**src/rtl/gpio_irq_pkg.sv**
```systemverilog
package gpio_irq_pkg;
  localparam int unsigned ADDR_W = 3;

  typedef enum logic [ADDR_W-1:0] {
    REG_TYPE = 3'd0,
    REG_POL  = 3'd1,
    REG_ANY  = 3'd2,
    REG_MASK = 3'd3,
    REG_STAT = 3'd4
  } reg_addr_e;
endpackage

```
**src/rtl/gpio_irq_sync.sv**
```systemverilog
module gpio_irq_sync #(
  parameter int unsigned WIDTH  = 8,
  parameter int unsigned STAGES = 2
) (
  input  logic             clk_i,
  input  logic             rst_ni,
  input  logic [WIDTH-1:0] d_i,
  output logic [WIDTH-1:0] q_o
);
  logic [STAGES-1:0][WIDTH-1:0] stage_q;

  always_ff @(posedge clk_i or negedge rst_ni) begin
    if (!rst_ni) stage_q <= '0;
    else         stage_q <= {stage_q[STAGES-2:0], d_i};
  end

  assign q_o = stage_q[STAGES-1];
endmodule

```
**src/rtl/gpio_irq_detect.sv**
```systemverilog
module gpio_irq_detect #(
  parameter int unsigned NUM_PINS = 8
) (
  input  logic                clk_i,
  input  logic                rst_ni,
  input  logic [NUM_PINS-1:0] cur_i,
  input  logic [NUM_PINS-1:0] type_i,
  input  logic [NUM_PINS-1:0] pol_i,
  input  logic [NUM_PINS-1:0] any_i,
  output logic [NUM_PINS-1:0] cond_o
);
  logic [NUM_PINS-1:0] prev_q;

  always_ff @(posedge clk_i or negedge rst_ni) begin
    if (!rst_ni) prev_q <= '0;
    else         prev_q <= cur_i;
  end

  for (genvar i = 0; i < NUM_PINS; i++) begin : g_pin
    logic rise, fall, edge_hit, level_hit;
    assign rise      = cur_i[i] & ~prev_q[i];
    assign fall      = ~cur_i[i] & prev_q[i];
    assign edge_hit  = any_i[i] ? (rise | fall) : (pol_i[i] ? rise : fall);
    assign level_hit = pol_i[i] ? cur_i[i] : ~cur_i[i];
    assign cond_o[i] = type_i[i] ? edge_hit : level_hit;
  end

  // edge-mode condition only in a cycle where the sample changed
  p_edge_needs_change_r8: assert property (@(posedge clk_i) disable iff (!rst_ni)
    ((cond_o & type_i & ~(cur_i ^ prev_q)) == '0));
endmodule

```
**src/rtl/gpio_irq_status.sv**
```systemverilog
module gpio_irq_status #(
  parameter int unsigned NUM_PINS = 8,
  parameter int unsigned BANK_ID  = 0,
  parameter int unsigned ID_W     = 8
) (
  input  logic                clk_i,
  input  logic                rst_ni,
  input  logic [NUM_PINS-1:0] cond_i,
  input  logic [NUM_PINS-1:0] ack_i,
  input  logic [NUM_PINS-1:0] mask_i,
  output logic [NUM_PINS-1:0] status_o,
  output logic                irq_o,
  output logic [ID_W-1:0]     irq_id_o
);
  localparam int unsigned BASE = BANK_ID * NUM_PINS;

  logic [NUM_PINS-1:0] status_q, live;

  // new condition wins over a simultaneous acknowledge
  always_ff @(posedge clk_i or negedge rst_ni) begin
    if (!rst_ni) status_q <= '0;
    else         status_q <= cond_i | (status_q & ~ack_i);
  end

  assign live     = status_q & ~mask_i;
  assign irq_o    = |live;
  assign status_o = status_q;

  always_comb begin
    irq_id_o = ID_W'(BASE);
    for (int i = NUM_PINS - 1; i >= 0; i--) begin
      if (live[i]) irq_id_o = ID_W'(BASE + i);
    end
  end

  // a bit falls only after an acknowledge with no active condition
  p_clear_needs_ack_r7: assert property (@(posedge clk_i) disable iff (!rst_ni)
    (($past(status_q) & ~status_q & ~($past(ack_i) & ~$past(cond_i))) == '0));

  // any active condition is pending on the next edge
  p_cond_sets_r12: assert property (@(posedge clk_i) disable iff (!rst_ni)
    (|cond_i) |=> ((status_q & $past(cond_i)) == $past(cond_i)));

  // reported index lies in this bank and names a live pin
  p_id_in_bank_r13: assert property (@(posedge clk_i) disable iff (!rst_ni)
    irq_o |-> (int'(irq_id_o) >= int'(BASE) && int'(irq_id_o) < int'(BASE + NUM_PINS)
               && live[int'(irq_id_o) - int'(BASE)]));
endmodule

```
**src/rtl/gpio_irq_regs.sv**
```systemverilog
module gpio_irq_regs
  import gpio_irq_pkg::*;
#(
  parameter int unsigned NUM_PINS = 8
) (
  input  logic                clk_i,
  input  logic                rst_ni,
  input  logic                we_i,
  input  logic [ADDR_W-1:0]   addr_i,
  input  logic [NUM_PINS-1:0] wdata_i,
  input  logic [NUM_PINS-1:0] status_i,
  output logic [NUM_PINS-1:0] rdata_o,
  output logic [NUM_PINS-1:0] type_o,
  output logic [NUM_PINS-1:0] pol_o,
  output logic [NUM_PINS-1:0] any_o,
  output logic [NUM_PINS-1:0] mask_o,
  output logic [NUM_PINS-1:0] ack_o
);
  always_ff @(posedge clk_i or negedge rst_ni) begin
    if (!rst_ni) begin
      type_o <= '0;
      pol_o  <= '1;
      any_o  <= '0;
      mask_o <= '1;
    end else if (we_i) begin
      case (addr_i)
        REG_TYPE: type_o <= wdata_i;
        REG_POL:  pol_o  <= wdata_i;
        REG_ANY:  any_o  <= wdata_i;
        REG_MASK: mask_o <= wdata_i;
        default: ;
      endcase
    end
  end

  assign ack_o = (we_i && addr_i == REG_STAT) ? wdata_i : '0;

  always_comb begin
    case (addr_i)
      REG_TYPE: rdata_o = type_o;
      REG_POL:  rdata_o = pol_o;
      REG_ANY:  rdata_o = any_o;
      REG_MASK: rdata_o = mask_o;
      REG_STAT: rdata_o = status_i;
      default:  rdata_o = '0;
    endcase
  end
endmodule

```
**src/rtl/gpio_irq_bank.sv**
```systemverilog
module gpio_irq_bank
  import gpio_irq_pkg::*;
#(
  parameter int unsigned NUM_PINS = 8,
  parameter int unsigned BANK_ID  = 0,
  parameter int unsigned ID_W     = 8,
  parameter int unsigned SYNC_N   = 2
) (
  input  logic                clk_i,
  input  logic                rst_ni,
  input  logic [NUM_PINS-1:0] pin_i,
  input  logic                we_i,
  input  logic [ADDR_W-1:0]   addr_i,
  input  logic [NUM_PINS-1:0] wdata_i,
  output logic [NUM_PINS-1:0] rdata_o,
  output logic                irq_o,
  output logic [ID_W-1:0]     irq_id_o
);
  logic [NUM_PINS-1:0] pin_s, cond, status, ack;
  logic [NUM_PINS-1:0] type_r, pol_r, any_r, mask_r;

  gpio_irq_sync #(.WIDTH(NUM_PINS), .STAGES(SYNC_N)) u_sync (
    .clk_i, .rst_ni, .d_i(pin_i), .q_o(pin_s)
  );

  gpio_irq_detect #(.NUM_PINS(NUM_PINS)) u_detect (
    .clk_i, .rst_ni, .cur_i(pin_s), .type_i(type_r), .pol_i(pol_r),
    .any_i(any_r), .cond_o(cond)
  );

  gpio_irq_regs #(.NUM_PINS(NUM_PINS)) u_regs (
    .clk_i, .rst_ni, .we_i, .addr_i, .wdata_i, .status_i(status),
    .rdata_o, .type_o(type_r), .pol_o(pol_r), .any_o(any_r),
    .mask_o(mask_r), .ack_o(ack)
  );

  gpio_irq_status #(.NUM_PINS(NUM_PINS), .BANK_ID(BANK_ID), .ID_W(ID_W)) u_status (
    .clk_i, .rst_ni, .cond_i(cond), .ack_i(ack), .mask_i(mask_r),
    .status_o(status), .irq_o, .irq_id_o
  );

  // fully masked bank never interrupts
  p_full_mask_quiet_r10: assert property (@(posedge clk_i) disable iff (!rst_ni)
    (&mask_r) |-> !irq_o);

  // nothing pending means no interrupt
  p_idle_quiet_r11: assert property (@(posedge clk_i) disable iff (!rst_ni)
    (status == '0) |-> !irq_o);
endmodule

```
**config.mk**
```make
export PLATFORM = sky130hd
export DESIGN_NAME = gpio_irq_bank
export DESIGN_NICKNAME = d
export VERILOG_FILES = /design/src/rtl/gpio_irq_pkg.sv /design/src/rtl/gpio_irq_sync.sv /design/src/rtl/gpio_irq_detect.sv /design/src/rtl/gpio_irq_status.sv /design/src/rtl/gpio_irq_regs.sv /design/src/rtl/gpio_irq_bank.sv
export SDC_FILE = /design/constraint.sdc
export NUM_CORES = 1
export LEC_CHECK = 0
export CORE_AREA = 2 2 92 94
export DETAILED_ROUTE_END_ITERATION = 7
export DIE_AREA = 0 0 94 96
export GPL_TIMING_DRIVEN = 0
export PLACE_DENSITY = 0.62
export SKIP_LAST_GASP = 1
export SLEW_MARGIN = 20
export SYNTH_ARGS = -nofsm -noshare
export SYNTH_HDL_FRONTEND = slang
export SYNTH_SLANG_ARGS = --single-unit
```
**constraint.sdc**
```tcl
create_clock -name clk_i -period 2 [get_ports clk_i]
set_clock_uncertainty 0.05 [all_clocks]
set_input_delay 0.4 -clock clk_i [delete_from_list [all_inputs] [get_ports clk_i]]
set_output_delay 0.4 -clock clk_i [all_outputs]
set_load 0.02 [all_outputs]
```
==> summary.md, run 1 <==
| Metric | Value |
|---|---|
| Status | finished, final reports clean |
| R2R depth | 6 |
| CP cell instances | mux2i_1, nor2_1, a31oi_1, o22ai_1, buf_4 |
| WL final | 6.73 mm |
| Max VDD drop | 0.580 mV |
| Fin Hold WS | 0.296 ns |
| Starting Density | between 30% and 40% |
| Input/output buffers | 32 |
| Final nets | 361 |
| Worst r2r dst | u_status.status_o[7] |
| Initial antenna violation count | 0 |
| Worst setup SP type | flip-flop |
| Number of diodes | 0 |
| Crit end category | primary output |
| Period utilization | 99.2% |
| Multi-input logic area | about 1500 sq um |
| Worst setup margin | 0.0152 ns |
| Most used standard cell by instance count after synthesis | dfrtp_1 |
| RSZ-0062 raised after global routing | yes |
| Drt first pass iters | 4 |
| Worst Path Required | around 1.6 ns |
| Final weighted congestion in routability-driven placement | 0.762 |
| Initial DRC count | 113 |
| Via density | 5.10 |
| Asr flop ratio synth | between 90% and 100% |
| Tot GR Track Use | 16.2% |
| Antenna Violating Nets Remaining | 0 |
| Worst Hold End | u_sync.q_o[3] |
| Synth top area share | 37.9% |
| FF+latch area | ~1600 sq um |
| Seq cells post-synth | 64 |
| Die area | about 9000 sq um |
| Clk buf depth | 2 |
| Hold Path Stages | 0 |
| Grt ovf | 0 |
| Worst Path Buf+Inv | 1 |
| HP Class | flip-flop to flip-flop |
| Max FO, Critical Path | 4 |
| CP peak stage delay | 0.56 ns |
| TritonCTS clock tree | built |
| Synth Cell Area | 3170 sq um |
| Final hold violations | 0 |
| Pre-CTS WS | -1.31 ns |
| Largest net degree at the start of global routing | 37 |
| Synth-to-Final Area Change | 25.0% |
| Die Y | 96 microns |
| Drt drc | 0 |
| DR vias | 2207 |
| CP top delay family | flip-flops |
| Synth top cells by count | 48 x dfrtp_1, 39 x mux2_2, 18 x inv_1 |
| Clk sinks | 64 |
| Max_cap viols | 0 |
| Leak pwr | 1.76 nW |
| Drt wl/cell | 15.5 microns |
| Arrival time at the worst endpoint | about 1.5 ns |
| Vias in the first global route | ~2100 |
| CP Class | flip-flop to primary output |
| Worst-path clk slew | 0.06 ns |
| Final slew viol count | 0 |
| Average cell area after synthesis | between 10 and 15 sq um |
| Post-route cell area | 3960 sq um |
| Setup TNS | 0 ns |
| Root buf cell | clkbuf_8 |
| FP Rows | 33 |
| Slew margin rel. | 58.3% |
| Crit-path slowest cell | dfstp_2 |
| Clock Latency Late Sink | 0.34 ns |
| Final min period | 1.98 ns |
| Sequential cell area fraction in the yosys report | 51.2% |
| Ports | 39 |
| EDFF count, synth | 0 |
| Htree depth | 3 |
| Worst r2r src | u_sync.q_o[7] |
| Hold Path Origin | u_sync.stage_q[3] |
| Synth top area cells | dfrtp_1 38%, mux2_2 14%, dfstp_2 13%, ha_1 6.3%, a22oi_1 3.3% |
| Layout cell share with drive strength beyond 1 | 36.3% |
| Top_reg_cell synth | dfrtp_1 |
| Post-synthesis cell type count | 33 |
| Post-synth top area cell | dfrtp_1 |
| Die Wd | 94 microns |
| Worst R2R Setup Slack | 0.50 ns |
| Synth Instances | 268 |
| PD cells | 935 nW/um^2 |
| Final core utilization | 49.2% |
| Cell area after placement | 3650 sq um |
| FILL cells | 750 |
| # setup viols final | 0 |
| CTS buffer count | 9 |
| Post-DP HPWL | 4.47 mm |
| Max frequency | 504 MHz |
| Slew of the pin with the lowest slew margin | around 0.62 ns |
| Ys Warns | 0 |
| First-pass GRT wire length | 10.9 mm |
| Core box area | 8050 sq um |
==> cell families after synthesis <==
family / share of synthesized area, %
flip-flops: 51.2
AND/OR/NAND/NOR: 9.13
AO/OA/AOI/OAI: 11.8
multiplexers: 14.2
buffers and inverters: 4.98
adder cells (fa/ha/maj): 6.32
XOR/XNOR: 2.21
other: 0.118
==> metrics by stage <==
step,instances,power [mW]
CTS,429,3.67
finish,433,3.70
floorplan,272,2.19
global placement,409,2.45
global route,433,3.91
detailed placement,410,2.48
==> state kept, by name, summed over array words and instances (netlist names) <==
name               count
u_sync.q_o             8
u_regs.mask_o          8
u_sync.stage_q         8
u_regs.type_o          8
u_status.status_o      8
u_regs.any_o           8
u_detect.prev_q        8
u_regs.pol_o           8
==> report_power, final <==
group          internal (mW)  switching (mW)  total [mW]  leakage, nW
combinational          0.430           0.362       0.792        0.935
clock                  0.711           0.478        1.19        0.113
sequential              1.53           0.189        1.72        0.712
total                   2.67            1.03        3.70         1.76
==> cells in the final DEF, fill, tap and decap left out, types with 9 or more instances in the layout <==
| cell | netlist | routed |
|---|---|---|
| buf_4 | 6 | 18 |
| clkdlybuf4s50_1 | 0 | 17 |
| ha_1 | 16 | 16 |
| dfrtp_1 | 48 | 48 |
| buf_2 | 6 | 10 |
| nor2_1 | 12 | 10 |
| mux2_2 | 39 | 38 |
| inv_1 | 18 | 18 |
| nand2_1 | 13 | 13 |
| dfstp_2 | 16 | 16 |
| clkbuf_8 | 0 | 13 |
| nor2b_1 | 11 | 11 |
| a21oi_1 | 9 | 9 |
| a22oi_1 | 14 | 14 |
==> final cells by class <==
| class | instances | area share, % |
|---|---|---|
| Buffer | 14 | 2.94 |
| Clock buffer | 14 | 4.62 |
| Clock inverter | 2 | 0.885 |
| Inverter | 18 | 1.71 |
| Multi-Input combinational cell | 176 | 36.9 |
| Sequential cell | 64 | 41.0 |
| Tap cell | 105 | 3.32 |
| Timing Repair Buffer | 40 | 8.63 |
==> what timing repair did <==
action                     4_1_cts  5_1_grt
gates resized for setup         72       13
pin swaps                        7        6
hold buffers                     1        0
hold endpoints to repair        22        0
setup buffers                    2        4
setup endpoints to repair       12        9
==> worst max path at each step <==
stage / from / to / depth (start not counted)
2_1_floorplan: addr_i[0] / rdata_o[6] / 5
3_3_place_gp: rst_ni / u_detect.prev_q[2] / 1
4_1_cts: u_regs.mask_o[3] / irq_id_o[2] / 4
6_report: u_regs.pol_o[5] / rdata_o[5] / 5
3_5_place_dp: addr_i[2] / rdata_o[6] / 7
5_1_grt: u_regs.pol_o[5] / rdata_o[5] / 5
==> metal layers <==
layer | up-vias | track usage (%) | wire length, microns
met5 | - | 0 | 0
met1 | 1087 | 21.9 | 3150
met3 | 9 | 5.17 | 423
met2 | 61 | 24.6 | 3060
met4 | 0 | 5.56 | 93
li1 | 1050 | - | -
==> worst reg2reg max path, delay by kind of cell, from the launching register on <==
kind	cells	cell delay, ns
compound gates	3	0.56
fa+ha+maj	1	0.18
buf+inv	1	0.06
flops	1	0.40
simple gates	1	0.12
No activity file was read; power rests on OpenSTA's default activity.
==> inputs of run 2 (changes only) <==
--- a/config.mk
+++ b/config.mk
@@ -5,11 +5,12 @@
 export SDC_FILE = /design/constraint.sdc
 export NUM_CORES = 1
 export LEC_CHECK = 0
-export CORE_AREA = 2 2 92 94
+export ABC_AREA = 1
+export CORE_AREA = 2 2 93 95
 export DETAILED_ROUTE_END_ITERATION = 7
-export DIE_AREA = 0 0 94 96
+export DIE_AREA = 0 0 95 97
 export GPL_TIMING_DRIVEN = 0
-export PLACE_DENSITY = 0.62
+export PLACE_DENSITY_LB_ADDON = 0.25
 export SKIP_LAST_GASP = 1
 export SLEW_MARGIN = 20
 export SYNTH_ARGS = -nofsm -noshare
==> run 2 against run 1 <==
Combinational power is 13% lower. Non-clock buffer count is 3 higher. Die area is 2.1% higher. Synthesized area is 2.2% higher. Clock power is 5% lower. Critical endpoint is now irq_id_o[0].
==> summary.md, run 2 <==
| Metric | Value |
|---|---|
| Status | finished, final reports clean |
| Pre-CTS WS | -0.958 ns |
| Seq cells post-synth | 64 |
| Synth top area cells | dfrtp_1 37%, dfstp_2 13%, nand2_1 9.5%, o21ai_0 7.0%, ha_1 6.2% |
| Commonest non-fill, non-tap cell in the layout | nand2_1 |
| Final slew viol count | 0 |
| Crit end category | primary output |
| Final min period | 1.97 ns |
| Input/output buffers | 33 |
| RSZ-0062 raised after global routing | yes |
| Synth top area share | 37.1% |
| Antenna Violating Nets Remaining | 0 |
| Initial antenna violation count | 0 |
| CP Class | flip-flop to primary output |
| Period utilization | 98.7% |
| Ys Warns | 0 |
| Max frequency | 507 MHz |
| Via density | between 4 and 5 |
| TritonCTS clock tree | built |
| First-pass GRT wire length | between 10 and 15 mm |
| Post-route cell area | a little over 4000 sq um |
| Logic pwr share | 20.0% |
| EDFF count, synth | 0 |
| Clock Power Share | around 33% |
| Post-synthesis cell type count | 26 |
| Root buf cell | clkbuf_8 |
| Htree depth | 3 |
| Number of diodes | 0 |
| Worst-path clk slew | ~0.070 ns |
| PD cells | 855 nW/um^2 |
| WL final | 7.23 mm |
| Max_cap viols | 0 |
| Ports | 39 |
| FILL cells | 788 |
| Most used cell, CP | nand2_1 |
| Asr flop ratio synth | 100% |
| Tot GR Track Use | 17.0% |
| Initial DRC count | 140 |
| DR vias | approximately 2600 |
| Flop pwr share | 47.3% |
| Most used standard cell by instance count after synthesis | nand2_1 |
| Starting Density | 39.8% |
| Final hold violations | 0 |
| Arrival time at the worst endpoint | 1.52 ns |
| Top_reg_cell synth | dfrtp_1 |
| Drt first pass iters | 4 |
| # setup viols final | 0 |
| CTS buffer count | 9 |
| Average cell area after synthesis | 8.98 sq um |
| Drt wl/cell | 13.6 microns |
| Worst Path Required | roughly 1.6 ns |
| Leak pwr | about 2 nW |
| Post-DP HPWL | around 5 mm |
| Max FO, Critical Path | 2 |
| Synth-to-Final Area Change | 24.6% |
| Final nets | 460 |
| Clk sinks | 64 |
| Max VDD drop | 0.381 mV |
| Clk buf depth | 2 |
| CP peak stage delay | between 0.5 and 0.6 ns |
| Layout cell share with drive strength beyond 1 | a little over a quarter |
| Sw frac | 29.6% |
| Largest net degree at the start of global routing | 37 |
| Psw | ~1 mW |
| Cell area after placement | 3730 sq um |
| Worst Setup SP | u_regs.mask_o[6] |
| Drt drc | 0 |
| Most frequent cells in the layout | 76 x nand2_1, 48 x dfrtp_1, 47 x inv_1, 39 x o21ai_0, 21 x o21ai_2 |
| Core box area | 8130 sq um |
| CP cell instances | inv_2, nand2_2, nand2_1, nand2_1, nand2_1, nand2_1, nand2_1, a21oi_2, buf_6 |
| HP Class | flip-flop to flip-flop |
| Synth Instances | 360 |
| Vias in the first global route | about 2500 |
| Sequential cell area fraction in the yosys report | 50.1% |
| FP Rows | 33 |
| Worst setup margin | 0.0265 ns |
| Worst r2r src | u_sync.q_o[7] |
| Pint | 2.42 mW |
| Post-synth top area cell | dfrtp_1 |
| Final weighted congestion in routability-driven placement | around 0.82 |
| Synth top cells by count | 82 x nand2_1, 48 x dfrtp_1, 48 x inv_1 |
| Clock Latency Late Sink | 0.34 ns |
| Synth Cell Area | about 3200 sq um |
| Die area | 9220 sq um |
| Worst setup SP type | flip-flop |
| Hold Path Origin | u_sync.stage_q[7] |
| Die Wd | ~95 microns |
| Grt ovf | 0 |
| Crit-path slowest cell | dfstp_2 |
| Die Y | ~97 microns |
## run 2: per-stage QoR
| step | TNS, ns | power (mW) | cells | hold WS (ns) | util [%] |
|---|---|---|---|---|---|
| after detailed placement | -11.21 | 2.31 | 503 | 0.286 | 45.8 |
| final | 0 | 3.44 | 532 | 0.298 | 49.5 |
| after global placement | -106.79 | 2.29 | 502 | 0.282 | 45.6 |
| after floorplan | 0 | 2.06 | 364 | 0.0544 | - |
| after global routing | -0.181 | 3.65 | 532 | 0.305 | 49.5 |
| after CTS | -0.0273 | 3.45 | 528 | 0.301 | 49.0 |
## run 2: logic make-up after synthesis
| group | synth area share (%) |
|---|---|
| AO/OA/AOI/OAI | 17.4 |
| adder cells (fa/ha/maj) | 6.19 |
| buffers and inverters | 9.01 |
| flip-flops | 50.1 |
| other | 0.116 |
| AND/OR/NAND/NOR | 17.1 |
## run 2: path summary, 6_finish.rpt
| path | depth (start not counted) | slack (ns) | to |
|---|---|---|---|
| setup / recovery | 9 | 0.03 | irq_id_o[0] |
| hold / removal | 0 | 0.30 | u_sync.q_o[7] |
| setup reg to reg | 5 | 0.77 | u_status.status_o[7] |
| hold reg to reg | 0 | 0.30 | u_sync.q_o[7] |
| max in group asynchronous | 3 | 0.85 | u_regs.mask_o[4] |
| min in group asynchronous | 2 | 0.47 | u_status.status_o[2] |
## run 2: layout make-up
cell class / count / area, sq um / area share (%)
sequential: 64 / 1620 / 40.2
multi-input combinational: 238 / 1380 / 34.2
timing repair buffer: 47 / 404 / 10.0
inverter: 52 / 201 / 5.00
clock buffer: 13 / 159 / 3.94
tap: 105 / 131 / 3.26
buffer: 10 / 93.8 / 2.33
clock inverter: 3 / 40.0 / 0.994
## run 2: routing by layer
metal,vias to the layer above,wire length (microns),GRT usage [%]
li1,1282,-,-
met5,-,0,0
met1,1212,3330,23.3
met3,8,404,4.44
met2,62,3400,25.5
met4,0,104,6.58
## run 2: power groups by stage
stage	combinational, mW	clock (mW)	sequential [mW]
finish	0.688	1.13	1.63
global route	0.784	1.21	1.65
CTS	0.667	1.16	1.63
detailed placement	0.665	0	1.65
global placement	0.644	0	1.64
floorplan	0.443	0	1.61
## run 2: repair_timing
item / CTS / global route
endpoints found under the hold margin: 21 / 0
setup endpoints to repair: 12 / 10
hold buffers: 1 / 0
pin swaps: 6 / 6
setup buffers: 8 / 4
gates resized for setup: 75 / 17
## run 2: critical path, delay by kind of cell (launching register included)
family,cells,cell delay [ns]
flops,1,0.54
compound gates,1,0.14
simple gates,6,0.32
buf+inv,2,0.17
==> inputs of run 3 (changes only) <==
--- a/config.mk
+++ b/config.mk
@@ -6,9 +6,9 @@
 export NUM_CORES = 1
 export LEC_CHECK = 0
 export ABC_AREA = 1
-export CORE_AREA = 2 2 93 95
+export CORE_AREA = 2 2 86 88
 export DETAILED_ROUTE_END_ITERATION = 7
-export DIE_AREA = 0 0 95 97
+export DIE_AREA = 0 0 88 90
 export GPL_TIMING_DRIVEN = 0
 export PLACE_DENSITY_LB_ADDON = 0.25
 export SKIP_LAST_GASP = 1
==> run 3 against run 2 <==
Via count is 0.16% higher. Utilization rose by 7.1 points. Routed wire length shrank 2.3%. Maximum frequency shrank 0.87%. First-iteration DRC count is 13% lower.
==> summary.md, run 3 (same netlist as run 2, synthesis figures left out) <==
| Metric | Value |
|---|---|
| Status | finished, final reports clean |
| Grt ovf | 0 |
| Drt drc | 0 |
| Max VDD drop | 0.445 mV |
| Initial DRC count | 122 |
| TritonCTS clock tree | built |
| Max FO, Critical Path | 2 |
| Ports | 39 |
| Drt first pass iters | 4 |
| Cells after DPL | 497 |
| Max_cap viols | 0 |
| Commonest non-fill, non-tap cell in the layout | nand2_1 |
| Die Wd | 88 microns |
| Clk sinks | 64 |
| Setup TNS | 0 ns |
| Max frequency | 502 MHz |
| Layout cell share with drive strength beyond 1 | 26.0% |
| Final weighted congestion in routability-driven placement | 0.805 |
| First-pass GRT wire length | 12.3 mm |
| # setup viols final | 0 |
| Final slew viol count | 0 |
| Clk buf depth | 2 |
| WL final | around 7.1 mm |
| DR vias | around 2600 |
| Clock Latency Late Sink | 0.34 ns |
| CTS buffer count | 9 |
| Final nets | 457 |
| Core box area | 7020 sq um |
| Final hold violations | 0 |
| Final min period | 1.99 ns |
| Worst Path Required | roughly 1.6 ns |
| Most frequent cells in the layout | 79 x nand2_1, 48 x dfrtp_1, 47 x inv_1, 41 x o21ai_0, 22 x o21ai_2 |
| Drt wl/cell | 13.5 microns |
| Root buf cell | clkbuf_8 |
| Via density | ~4.9 |
| Largest net degree at the start of global routing | 43 |
| Tot Pwr | 3.37 mW |
| Input/output buffers | 33 |
| Synth-to-Final Area Change | 22.9% |
| RSZ-0062 raised after global routing | yes |
| PD cells | 849 nW/um^2 |
| Final core utilization | around 57% |
| Die area | 7920 sq um |
| FP Rows | 31 |
| HP Class | flip-flop to flip-flop |
| Grt peak-use layer | met2 |
| Tot GR Track Use | 20.1% |
| Number of diodes | 0 |
| Crit end category | primary output |
| Met2 GRT Util | 32.3% |
| Leak pwr | 1.93 nW |
| CP Class | flip-flop to primary output |
| Htree depth | 3 |
| Die Y | 90 microns |
| Initial antenna violation count | 0 |
| Post-DP HPWL | roughly 4.7 mm |
| Worst-path clk slew | 0.07 ns |
| Arrival time at the worst endpoint | 1.54 ns |
| Met1 Use GR | 26.6% |
| Vias in the first global route | 2623 |
| Met3 Usage GRT | 3.12% |
| Period utilization | approximately 100% |
| Fin cells | ~520 |
| Antenna Violating Nets Remaining | 0 |
| Fin Hold WS | approximately 0.3 ns |
| Starting Density | a little under half |
| Worst setup SP type | flip-flop |
==> run 3: worst paths after layout <==
| kind | slack, ns | depth (start not counted) | startpoint | to |
|---|---|---|---|---|
| worst min register to register | 0.30 | 0 | u_sync.stage_q[4] | u_sync.q_o[4] |
| worst min-delay path | 0.30 | 0 | u_sync.stage_q[4] | u_sync.q_o[4] |
| worst max-delay path | 0.009 | 6 | u_regs.mask_o[6] | irq_o |
| min in group asynchronous | 0.44 | 2 | rst_ni | u_sync.stage_q[3] |
| max in group asynchronous | 0.87 | 3 | rst_ni | u_regs.mask_o[7] |
| worst max register to register | 0.80 | 6 | u_sync.q_o[7] | u_status.status_o[7] |
==> run 3: layout make-up <==
class,count,area (sq um)
Multi-Input combinational cell,238,1380
Buffer,10,93.8
Sequential cell,64,1620
Clock inverter,4,45.0
Clock buffer,11,141
Fill cell,639,3050
Inverter,52,198
Timing Repair Buffer,44,374
Tap cell,99,124
==> run 3: repair_timing <==
| action | 4_1_cts | 5_1_grt |
|---|---|---|
| pin swaps | 5 | 4 |
| setup buffers | 9 | 0 |
| gates resized for setup | 74 | 10 |
| hold endpoints to repair | 17 | 0 |
| setup endpoints to repair | 12 | 10 |
| hold buffers | 1 | 0 |
==> run 3: routing by layer <==
layer,wire length [microns],vias up
met3,228,11
li1,-,1283
met1,3090,1236
met5,0,-
met2,3630,38
met4,114,0
==> run 3: worst max-delay path: stages, from the launching register on <==
cell,delay (ns)
dfstp_2,0.54
inv_2,0.04
nand2_2,0.06
o21ai_0,0.13
nor2_1,0.18
nand2_1,0.09
buf_2,0.17
==> run 3: report_power, final <==
| group | switching [mW] | total (mW) | internal, mW |
|---|---|---|---|
| Clock | 0.481 | 1.08 | 0.597 |
| Sequential | 0.131 | 1.63 | 1.50 |
| Combinational | 0.393 | 0.669 | 0.276 |
| Total | 1.01 | 3.37 | 2.37 |
==> run 3: through the flow <==
step	worst slack [ns]	instance area (sq um)
after floorplan	0.290	3250
after global placement	-1.66	3700
after detailed placement	-0.953	3720
after CTS	-0.0362	3980
after global routing	-0.0414	3970
final	0.00919	3970
